$ cat src/rtl/pll_lock_mon_pkg.sv
package pll_lock_mon_pkg;
    localparam int DIV_LOG2    = 3;
    localparam int SYNC_STAGES = 2;
    localparam int STAT_W      = 8;
    localparam int CLR_BIT     = 0;

    typedef struct packed {
        logic [STAT_W-4:0] rsvd;
        logic              xtal;
        logic              full_rate;
        logic              lost;
    } stat_t;

    function automatic logic phase_is_last(input logic [DIV_LOG2-1:0] ph);
        return ph == {DIV_LOG2{1'b1}};
    endfunction
endpackage

$ cat src/rtl/plm_sync.sv
module plm_sync #(
    parameter int WIDTH  = 2,
    parameter int STAGES = 2
) (
    input  logic             clk,
    input  logic             rst,
    input  logic [WIDTH-1:0] d_i,
    output logic [WIDTH-1:0] q_o
);
    logic [WIDTH-1:0] chain [STAGES];

    generate
        for (genvar s = 0; s < STAGES; s++) begin : g_stage
            always_ff @(posedge clk) begin
                if (rst) chain[s] <= '0;
                else     chain[s] <= (s == 0) ? d_i : chain[(s == 0) ? 0 : s-1];
            end
        end
    endgenerate

    assign q_o = chain[STAGES-1];
endmodule

$ cat src/rtl/plm_clk_sel.sv
module plm_clk_sel
    import pll_lock_mon_pkg::*;
(
    input  logic clk,
    input  logic rst,
    input  logic lock_s_i,
    output logic full_o,
    output logic en_o
);
    logic [DIV_LOG2-1:0] phase;
    logic                last;
    logic                full_q;

    assign last = phase_is_last(phase);

    always_ff @(posedge clk) begin
        if (rst) phase <= '0;
        else     phase <= phase + 1'b1;
    end

    always_ff @(posedge clk) begin
        if (rst)       full_q <= 1'b0;
        else if (last) full_q <= lock_s_i;
    end

    assign full_o = full_q;
    assign en_o   = full_q | last;

    p_switch_boundary_r11: assert property (@(posedge clk) disable iff (rst)
        (full_q != $past(full_q)) |-> $past(last));
    p_divided_gap_r9: assert property (@(posedge clk) disable iff (rst)
        (!full_q && en_o) |-> (phase == {DIV_LOG2{1'b1}}));
    p_full_rate_r10: assert property (@(posedge clk) disable iff (rst)
        full_q |-> en_o);
endmodule

$ cat src/rtl/plm_status.sv
module plm_status
    import pll_lock_mon_pkg::*;
(
    input  logic clk,
    input  logic rst,
    input  logic lock_s_i,
    input  logic clr_i,
    output logic lost_o
);
    logic lock_q;
    logic fall;
    logic lost_q;

    always_ff @(posedge clk) begin
        if (rst) lock_q <= 1'b0;
        else     lock_q <= lock_s_i;
    end

    assign fall = lock_q & ~lock_s_i;

    always_ff @(posedge clk) begin
        if (rst)        lost_q <= 1'b0;
        else if (fall)  lost_q <= 1'b1;
        else if (clr_i) lost_q <= 1'b0;
    end

    assign lost_o = lost_q;

    p_set_wins_r7: assert property (@(posedge clk) disable iff (rst)
        fall |=> lost_q);
    p_w1c_r5: assert property (@(posedge clk) disable iff (rst)
        (clr_i && !fall) |=> !lost_q);
    p_hold_r6: assert property (@(posedge clk) disable iff (rst)
        (!clr_i && !fall) |=> $stable(lost_q));
endmodule

$ cat src/rtl/pll_lock_mon.sv
module pll_lock_mon
    import pll_lock_mon_pkg::*;
(
    input  logic        clk,
    input  logic        rst,
    input  logic        pll_lock_i,
    input  logic        xtal_i,
    input  logic        stat_wr_i,
    input  logic [7:0]  stat_wdata_i,
    output logic [7:0]  stat_o,
    output logic        lost_irq_o,
    output logic        mem_clk_en_o
);
    logic [1:0] sync_q;
    logic       lock_s;
    logic       xtal_s;
    logic       full;
    logic       lost;
    logic       clr;
    stat_t      stat;
    logic       unused_wdata;

    plm_sync #(.WIDTH(2), .STAGES(SYNC_STAGES)) u_sync (
        .clk (clk),
        .rst (rst),
        .d_i ({xtal_i, pll_lock_i}),
        .q_o (sync_q)
    );
    assign lock_s = sync_q[0];
    assign xtal_s = sync_q[1];

    plm_clk_sel u_sel (
        .clk      (clk),
        .rst      (rst),
        .lock_s_i (lock_s),
        .full_o   (full),
        .en_o     (mem_clk_en_o)
    );

    assign clr = stat_wr_i & stat_wdata_i[CLR_BIT];
    assign unused_wdata = ^stat_wdata_i[7:1];

    plm_status u_stat (
        .clk      (clk),
        .rst      (rst),
        .lock_s_i (lock_s),
        .clr_i    (clr),
        .lost_o   (lost)
    );

    always_comb begin
        stat           = '0;
        stat.xtal      = xtal_s;
        stat.full_rate = full;
        stat.lost      = lost;
    end

    assign stat_o     = stat;
    assign lost_irq_o = lost;

    p_irq_match_r8: assert property (@(posedge clk) disable iff (rst)
        lost_irq_o == stat_o[0]);
    p_rsvd_zero_r1: assert property (@(posedge clk) disable iff (rst)
        stat_o[7:3] == 5'b0);
endmodule

$ cat config.mk
export PLATFORM = sky130hd
export DESIGN_NAME = pll_lock_mon
export DESIGN_NICKNAME = d
export VERILOG_FILES = /design/src/rtl/pll_lock_mon_pkg.sv /design/src/rtl/plm_sync.sv /design/src/rtl/plm_clk_sel.sv /design/src/rtl/plm_status.sv /design/src/rtl/pll_lock_mon.sv
export SDC_FILE = /design/constraint.sdc
export NUM_CORES = 1
export LEC_CHECK = 0
export BUFFER_PORTS_ARGS = -buffer_cell sky130_fd_sc_hd__buf_4
export CORE_AREA = 5 5 42 44
export CTS_CLUSTER_SIZE = 25
export DETAILED_ROUTE_END_ITERATION = 8
export DIE_AREA = 0 0 47 49
export SYNTH_ARGS = -nofsm -noshare
export SYNTH_HDL_FRONTEND = slang
export SYNTH_SLANG_ARGS = --single-unit
$ cat constraint.sdc
create_clock -name clk -period 2.27 [get_ports clk]
set_input_delay 0.454 -clock clk [delete_from_list [all_inputs] [get_ports clk]]
set_output_delay 0.454 -clock clk [all_outputs]
set_load 0.05 [all_outputs]
# Yosys cells after proc, flatten, opt, wreduce, memory -nomap -nowiden
# Memory sizes are Yosys's and may differ from the RTL's.
# Index checks and enable logic that the tools add are counted.
# totals
register_bits	6
output_inout_bits	10
n_memories	1
in_bits	13
word_cells	21
mem_bits_rw	4
# op_classes
n_mux	7
n_reduce_logical	1
bitwise	6
n_eq_ne	1
addsub	1
# mem_list
name	depth	width	rd	rd_ports_with_merged_regs	write_ports	line_no	text
u_sync.chain	2	2	2	0	2	plm_sync.sv:10	logic [WIDTH-1:0] chain [STAGES];
# op_table
op	count
$mux W1	5
$mux W2	2
$add A3 B1 Y3 const B	1
$eq A3 B3 Y1 const B	1
$or A1 B1 Y1	3
$and A1 B1 Y1	2
$reduce_bool A2 Y1	1
$not A1 Y1	1

# Longest topological paths before layout
# Gate-level depths: netlist (run 1).
# An unclocked memory read counts as a cell.
# logic_depth
depth_word	4
ltp_mapped	4
ltp_nobuf	4

# By module
# A second synthesis (run 1) with hierarchy kept.
# unflattened
hier_cells	35
hier_area_um2	376.6
# modules_own_cells
module	instances	cells_each	area_each_um2
plm_clk_sel	1	12	141.4
plm_sync	1	8	105.1
plm_status	1	6	67.6
pll_lock_mon	1	9	62.6

# Worst setup path before layout (run 1)
# OpenSTA, ideal clock, no wires.
# synth_timing
path_type	register to output
startpoint	reg u_sel.phase[0]
endpoint	out mem_clk_en_o
arrival_time_ns	1.067
required_time_ns	1.816
slack_ns	0.749
path_buffers	0
stages_incl_launch_ff	4
path_cell_list	dfxtp_1 > ha_1 > ha_1 > or2_2
# synth_via
elab_chain_len	2
# synth_lines
element	line_no	text
start: declaration	plm_clk_sel.sv:10	logic [DIV_LOG2-1:0] phase;
start signal: assignment	plm_clk_sel.sv:18	else phase <= phase + 1'b1;
$eq A3 B3 Y1	pll_lock_mon_pkg.sv:15	return ph == {DIV_LOG2{1'b1}};
$or A1 B1 Y1	plm_clk_sel.sv:27	assign en_o = full_q | last;
end: declaration	pll_lock_mon.sv:12	output logic mem_clk_en_o
# No other way between the ends.

# Worst setup path in the final report (run 1)
# Same ends and word-level chain as after synthesis.

==> metrics.yaml, run 1 <==
run_status:
  status: "complete, no violations"
detailed_routing:
  drt-vias-per-instance: 3.75
  drt_iter0_drc: 1
  wl_um: 498
  routedWlPerCell_um: 8.16
  detailroute.via_count: 229
  drc: 0
  drt-pass1-iter-count: 4
  ant_nets: 0
clock_tree:
  clock_sinks: 10
  cts.path.max_buffers: 2
  cts_root_buf: "clkbuf_4"
  postCtsSetupRepairBufs: 0
  cts_resized: 0
  cts_tree: "done"
  h-tree-depth: 1
  path_clk_slew_ps: 60
  hold_buffers: 0
  cts_buffers: 3
  clk_latency_ps: 250
synthesis:
  yosysSeqAreaShare_pct: 53.0
  synth-simple-area-share_pct: 17.2
  yosysWarnings: 0
  syn_area_um2: 378
  synthCells: 36
  yosys_register_bits: 10
  synth_xor_area_share_pct: 0
  synth-compound-area-share_pct: 2.65
  synthMuxAreaShare_pct: 2.65
  ys_types: 11
  synth_adder_area_share_pct: 6.62
  synth_top_family_by_area: "simple AND/OR/NAND/NOR gates"
  avgSynthCellArea_um2: 10.5
power:
  p_leak_nw: 0.222
  power_density_mw_per_mm2: 763
  peakVddDrop_v: 0.000273
placement:
  place_hpwl_um: 409
  dp.cells: 58
  gp_congestion: 0.572
  dpl_worst_slack_ps: 671
  portBuffers: 10
  placed_area_um2: 428
grt:
  grt_pass1_wl_um: 834
  grt_overflow: 0
  antenna_found_initial: 0
  grt_pass1_vias: 206
  grt_usage_pct: 5.16
  grt_max_degree: 12
critical_path:
  r2r_cells: 4
  worstSetupStartpointType: "flop"
  path_max_fanout: 2
  cp-end-kind: "output pin"
  r2r-start: "u_sel.phase[0]"
  worstPathRequired_ps: 1820
  worstPathArrival_ps: 1410
  reg2reg_slack_ps: 1270
  r2r_end: "u_sel.full_o"
  path_class: "flop to output pin"
layout:
  area_growth_pct: 19.2
  n_antenna_cell: 0
  multi_input_area_um2: 129
  fin_util_pct: 32.1
  final_cell_mix: "buf_4 (10), dfxtp_1 (10), nor2b_1 (7)"
  final_cells: 61
  fin_nets: 62
  regArea_um2: 200
  fillers: 154
  design_area_um2: 450
  drive_gt1_share_pct: 31.1
min_path:
  whs_path_depth: 2
  hold_path_class: "input port to flop"
  min_to: "u_sync.chain[0][0]"
  hold_path_startpoint: "pll_lock_i"
floorplanning:
  rows: 14
  core_mm2: 0.00140
  dieArea_mm2: 0.00230
  pin_count: 23
  fp.dieW_um: 47
  die_h_um: 49
  initial_core_util_pct: 27.0
sta:
  fmax_mhz: 537
  maxSlewViolCount: 0
  finClkSkew_ps: 0.429
  fin_ws_ps: 407
  setup_tns_ps: 0
  min_period_over_period_pct: 82.1
  final_hold_viol_count: 0
  finalSetupViolCount: 0
  rsz0062_at_grt: "false"
  fin_crit_ps: 1860
job:
  maxCapViolations: 0
==> worst max-delay path: stages, from the launching register on <==
cell	delay (ps)
dfxtp_1	310
ha_1	200
ha_1	200
or2_2	270
buf_4	190
==> through the flow <==
stage,power (W),hold slack [ps]
after floorplan,0.000234,390
after CTS,0.000351,406
after global placement,0.000237,398
after detailed placement,0.000238,405
final,0.000344,411
after global routing,0.000364,409
==> state kept, by name, summed over array words and instances, names as in the netlist <==
| name | count |
|---|---|
| u_sel.phase | 3 |
| u_stat.lost_o | 1 |
| u_sel.full_o | 1 |
| u_sync.chain | 4 |
| u_stat.lock_q | 1 |
==> how the worst max path moves through the flow <==
stage,slack [ps],startpoint,end
global route,330,u_sel.phase[0],mem_clk_en_o
finish,410,u_sel.phase[0],mem_clk_en_o
floorplan,750,u_sel.phase[0],mem_clk_en_o
detailed placement,670,u_sel.phase[0],mem_clk_en_o
global placement,670,u_sel.phase[0],mem_clk_en_o
CTS,390,u_sel.phase[0],mem_clk_en_o
==> where the power goes <==
part	internal [W]	switching [W]
combinational	0.0000142	0.0000321
clock	0.0000606	0.0000494
sequential	0.000184	0.00000292
total	0.000259	0.0000845
==> synthesized netlist by cell type <==
library cell	number	area, um2
buf_4	8	60.1
nor2b_1	7	43.8
conb_1	1	3.75
nor2_1	3	11.3
dfxtp_1	10	200
a32o_1	1	10.0
inv_1	1	3.75
nand2_1	1	3.75
ha_1	2	25.0
mux2i_1	1	10.0
or2_2	1	6.26
==> final cells by class <==
| cell class | instances | share of cell area [%] |
|---|---|---|
| Sequential cell | 10 | 44.4 |
| Multi-Input combinational cell | 21 | 28.6 |
| Timing Repair Buffer | 10 | 16.7 |
| Clock buffer | 3 | 5.00 |
| Tap cell | 16 | 4.44 |
| Inverter | 1 | 0.833 |
==> metal layers <==
layer  global-route usage (%)  wire (um)  vias up
li1                         -          -      119
met1                     5.56        196      102
met2                     7.24        245        8
met3                     4.80         57        0
met4                     1.38          0        0
met5                        0          0        -
==> cell families after synthesis <==
| logic type | after synthesis |
|---|---|
| flip-flops | 10 |
| multiplexers | 1 |
| other | 1 |
| AO/OA/AOI/OAI | 1 |
| adder cells (fa/ha/maj) | 2 |
| AND/OR/NAND/NOR | 12 |
| buffers and inverters | 9 |
No activity file was read; power rests on OpenSTA's default activity.
==> run 2, diff against run 1 <==
==> constraint.sdc (replaced) <==
create_clock -name clk -period 1.6 [get_ports clk]
set_input_delay 0.32 -clock clk [delete_from_list [all_inputs] [get_ports clk]]
set_output_delay 0.32 -clock clk [all_outputs]
set_load 0.05 [all_outputs]
==> metrics.yaml, run 2 (synthesis gave the netlist of run 1 again) <==
layout:
  regMostFlops: "u_sync.chain"
  final_common_cell: "buf_4"
  largest_reg_flops: 4
  fin_nets: 62
  area_growth_pct: 29.1
  n_antenna_cell: 0
  drive_gt1_share_pct: 40.0
  final_cell_mix: "buf_4 (9), dfxtp_1 (8), nor2b_1 (7)"
  reg_top3: "u_sync.chain: 4 flops, u_sel.phase: 3 flops"
  fin_util_pct: 34.8
placement:
  portBuffers: 10
  dpl_worst_slack_ps: 135
  gp_congestion: 0.572
  place_hpwl_um: 409
detailed_routing:
  drc: 0
  detailroute.via_count: 233
  routedWlPerCell_um: 8.59
  drt-vias-per-instance: 3.82
  drt-pass1-iter-count: 2
  wl_um: 524
  ant_nets: 0
  drt_iter0_drc: 1
floorplanning:
  fp.dieW_um: 47
  initial_core_util_pct: 27.0
  die_h_um: 49
  rows: 14
  pin_count: 23
  core_mm2: 0.00140
  dieArea_mm2: 0.00230
critical_path:
  critPathLaunch: "u_sel.phase[0]"
  path_class: "flop to output pin"
  worstSetupStartpointType: "flop"
  r2r_end: "u_sel.full_o"
  path_buf_inv: 1
  r2r_cells: 4
  crit_slowest_cell: "dfxtp_2"
  worstPathRequired_ps: 1280
  cp_cell_sequence: "ha_4 -> ha_4 -> or2_4 -> buf_8"
  cp_common_cell: "ha_4"
  path_delay_family: "flip-flops"
  path_max_fanout: 2
  critPathMaxStageDelay_ps: 330
  cp-end-kind: "output pin"
  worstPathArrival_ps: 1260
  r2r-start: "u_sel.phase[0]"
  reg2reg_slack_ps: 680
sta:
  fin_ws_ps: 20.8
  final_hold_viol_count: 0
  fin_crit_ps: 1580
  setup_tns_ps: 0
  whs_ps: 277
  fmax_mhz: 633
  min_period_over_period_pct: 98.7
  maxSlewViolCount: 0
  finalSetupViolCount: 0
  finClkSkew_ps: 1.64
  rsz0062_at_grt: "true"
clock_tree:
  clk_latency_ps: 250
  cts_root_buf: "clkbuf_4"
  path_clk_slew_ps: 60
  clock_sinks: 10
  postCtsSetupRepairBufs: 0
  cts_tree: "done"
  h-tree-depth: 1
  cts.path.max_buffers: 2
  cts_buffers: 3
power:
  power_density_mw_per_mm2: 1010
  total_power_w: 0.000494
  intPower_w: 0.000372
  swShare_pct: 24.8
  p_switching_w: 0.000123
  pwr-share-seq_pct: 54.6
  comb_power_share_pct: 14.1
  peakVddDrop_v: 0.000384
  p_leak_nw: 0.219
  pwr-share-clk_pct: 31.3
min_path:
  whs_path_depth: 2
  min_to: "u_sync.chain[0][0]"
  hold_path_class: "input port to flop"
  hold_path_startpoint: "pll_lock_i"
grt:
  grt_usage_pct: 5.16
  grt_pass1_wl_um: 834
  grt_pass1_vias: 212
  grt_max_degree: 12
  grt_overflow: 0
  antenna_found_initial: 0
run_status:
  status: "complete, no violations"
job:
  maxCapViolations: 0
## run 2: timing repair
| action | in CTS | in global routing |
|---|---|---|
| endpoints found under the hold margin | 0 | 0 |
| hold buffers | 0 | 0 |
| gates resized for setup | 8 | 1 |
| endpoints found under the setup margin | 1 | 1 |
| pin swaps | 0 | 1 |
## run 2: worst register-to-register path, stage by stage, from the launching register on
cell and delay [ps]:
dfxtp_2 330, ha_4 160, ha_4 150, mux2i_1 130, nor2_1 50
## run 2: area by class of cell
class	instances	area, um2
timing repair buffer	10	82.6
fill	150	913
sequential	10	203
inverter	1	3.75
clock buffer	3	22.5
multi-input combinational	21	156
tap	16	20.0
## run 2: metal layers
layer / up-vias / share of wire, % / global-route usage (%)
li1: 119 / - / -
met1: 106 / 41 / 5.33
met2: 8 / 50 / 7.47
met3: 0 / 9.2 / 4.80
met4: 0 / 0 / 1.38
met5: - / 0 / 0
## run 2: power by group through the flow
stage               registers [W]  clock network (W)   logic, W
detailed placement       0.000271                  0  0.0000658
finish                   0.000270           0.000155  0.0000698
CTS                      0.000269           0.000167  0.0000700
global placement         0.000271                  0  0.0000655
global route             0.000271           0.000177  0.0000761
floorplan                0.000276                  0  0.0000560
## run 2: stage by stage
stage	std cells	instance area [um2]
3_5_place_dp	58	428
3_3_place_gp	58	428
4_1_cts	61	487
6_report	61	488
5_1_grt	61	488
2_1_floorplan	40	393
## run 2: worst max path at each step
| stage | cells after the start | endpoint | slack [ps] |
|---|---|---|---|
| floorplan | 3 | mem_clk_en_o | 210 |
| global placement | 4 | mem_clk_en_o | 130 |
| detailed placement | 4 | mem_clk_en_o | 130 |
| CTS | 4 | mem_clk_en_o | 6 |
| global route | 4 | mem_clk_en_o | -20 |
| finish | 4 | mem_clk_en_o | 20 |
==> run 3, diff against run 2 <==
==> constraint.sdc (replaced) <==
create_clock -name clk -period 1.6 [get_ports clk]
set_input_delay 0 -clock clk [delete_from_list [all_inputs] [get_ports clk]]
set_output_delay 0 -clock clk [all_outputs]
set_load 0.05 [all_outputs]
==> metrics.yaml, run 3 (synthesis gave the netlist of run 1 again) <==
sta:
  setup_tns_ps: 0
  finalSetupViolCount: 0
  min_period_over_period_pct: 88.1
  fin_crit_ps: 1410
  rsz0062_at_grt: "false"
  finClkSkew_ps: 0.887
  whs_ps: 95.9
  fmax_mhz: 709
  final_hold_viol_count: 0
  maxSlewViolCount: 0
placement:
  place_hpwl_um: 409
  gp_congestion: 0.572
  portBuffers: 10
grt:
  grt_max_degree: 12
  grt_busiest_layer: "met2"
  grt_overflow: 0
  grt_usage_pct: 5.51
  grtUsageMet1_pct: 5.78
  grt_pass1_vias: 222
  grtUsageMet2_pct: 8.37
  grt_pass1_wl_um: 883
  use_met3_pct: 4.43
  antenna_found_initial: 0
layout:
  regMostFlops: "u_sync.chain"
  drive_gt1_share_pct: 28.0
  fillers: 149
  final_cell_mix: "buf_4 (10), dfxtp_1 (10), nor2b_1 (7)"
  n_antenna_cell: 0
  largest_reg_flops: 4
  fin_nets: 67
  area_growth_pct: 32.5
  reg_top3: "u_sync.chain: 4 flops, u_sel.phase: 3 flops"
clock_tree:
  cts_buffers: 3
  cts_root_buf: "clkbuf_4"
  postCtsSetupRepairBufs: 0
  h-tree-depth: 1
  cts.path.max_buffers: 2
  clock_sinks: 10
  cts_tree: "done"
  clk_latency_ps: 250
  path_clk_slew_ps: 60
  cts_resized: 0
critical_path:
  path_class: "flop to output pin"
  cp-end-kind: "output pin"
  worstPathRequired_ps: 1600
  worstPathArrival_ps: 1410
  critPathMaxStageDelay_ps: 310
  cp_common_cell: "ha_1"
  cp_cell_sequence: "ha_1 -> ha_1 -> or2_2 -> buf_4"
  path_max_fanout: 2
  crit_slowest_cell: "dfxtp_1"
  worstSetupStartpointType: "flop"
floorplanning:
  initial_core_util_pct: 27.0
  pin_count: 23
  dieArea_mm2: 0.00230
  fp.dieW_um: 47
  rows: 14
  die_h_um: 49
  core_mm2: 0.00140
detailed_routing:
  drt-vias-per-instance: 3.80
  drt-pass1-iter-count: 4
  routedWlPerCell_um: 8.26
  ant_nets: 0
  drt_iter0_drc: 1
  wl_um: 545
  detailroute.via_count: 251
  drc: 0
run_status:
  status: "complete, no violations"
power:
  peakVddDrop_v: 0.000396
  p_leak_nw: 0.245
  power_density_mw_per_mm2: 995
min_path:
  hold_path_class: "input port to flop"
job:
  maxCapViolations: 0
-- run 3: through the flow --
step / std cells / setup slack, ps / utilization (%) / power, W / cell area (um2)
2_1_floorplan: 40 / 533 / - / 0.000332 / 393
3_3_place_gp: 58 / 455 / 30.5 / 0.000336 / 428
3_5_place_dp: 58 / 455 / 30.5 / 0.000337 / 428
4_1_cts: 66 / 175 / 35.7 / 0.000508 / 500
5_1_grt: 66 / 118 / 35.7 / 0.000526 / 500
6_report: 66 / 190 / 35.7 / 0.000498 / 500
-- run 3: timing repair --
item	in CTS	in global routing
hold endpoints to repair	9	0
hold buffers	5	0
endpoints found under the setup margin	0	0
-- run 3: layer usage --
metal  vias to the layer above  wire length (um)  part of all wire [%]
li1                        128                 -                     -
met1                       113               204                    37
met2                        10               275                    50
met3                         0                65                    12
met4                         0                 0                     0
met5                         -                 0                     0
-- run 3: where the power goes --
| part | switching, W | internal, W |
|---|---|---|
| Sequential | 0.00000417 | 0.000261 |
| Combinational | 0.0000474 | 0.0000281 |
| Clock | 0.0000707 | 0.0000860 |
| Total | 0.000122 | 0.000375 |
-- run 3: cell type report --
class	instances	area, um2	area share, %
tap	16	20.0	4.00
multi-input combinational	21	129	25.8
sequential	10	200	40.0
timing repair buffer	15	125	25.0
clock buffer	3	22.5	4.50
inverter	1	3.75	0.750
-- run 3: critical path, delay by kind of cell, from the launching register on --
| kind | cells | cell delay, ps |
|---|---|---|
| flops | 1 | 310 |
| simple gates | 1 | 270 |
| buf+inv | 1 | 190 |
| fa+ha+maj | 2 | 400 |
-- run 3: path summary, 6_finish.rpt --
path | end | cells past startpoint | start | slack [ps]
setup / recovery | mem_clk_en_o | 4 | u_sel.phase[0] | 190
hold / removal | u_stat.lost_o | 3 | stat_wdata_i[0] | 100
setup reg to reg | u_sel.full_o | 4 | u_sel.phase[0] | 600
hold reg to reg | u_sel.phase[0] | 1 | u_sel.phase[0] | 410
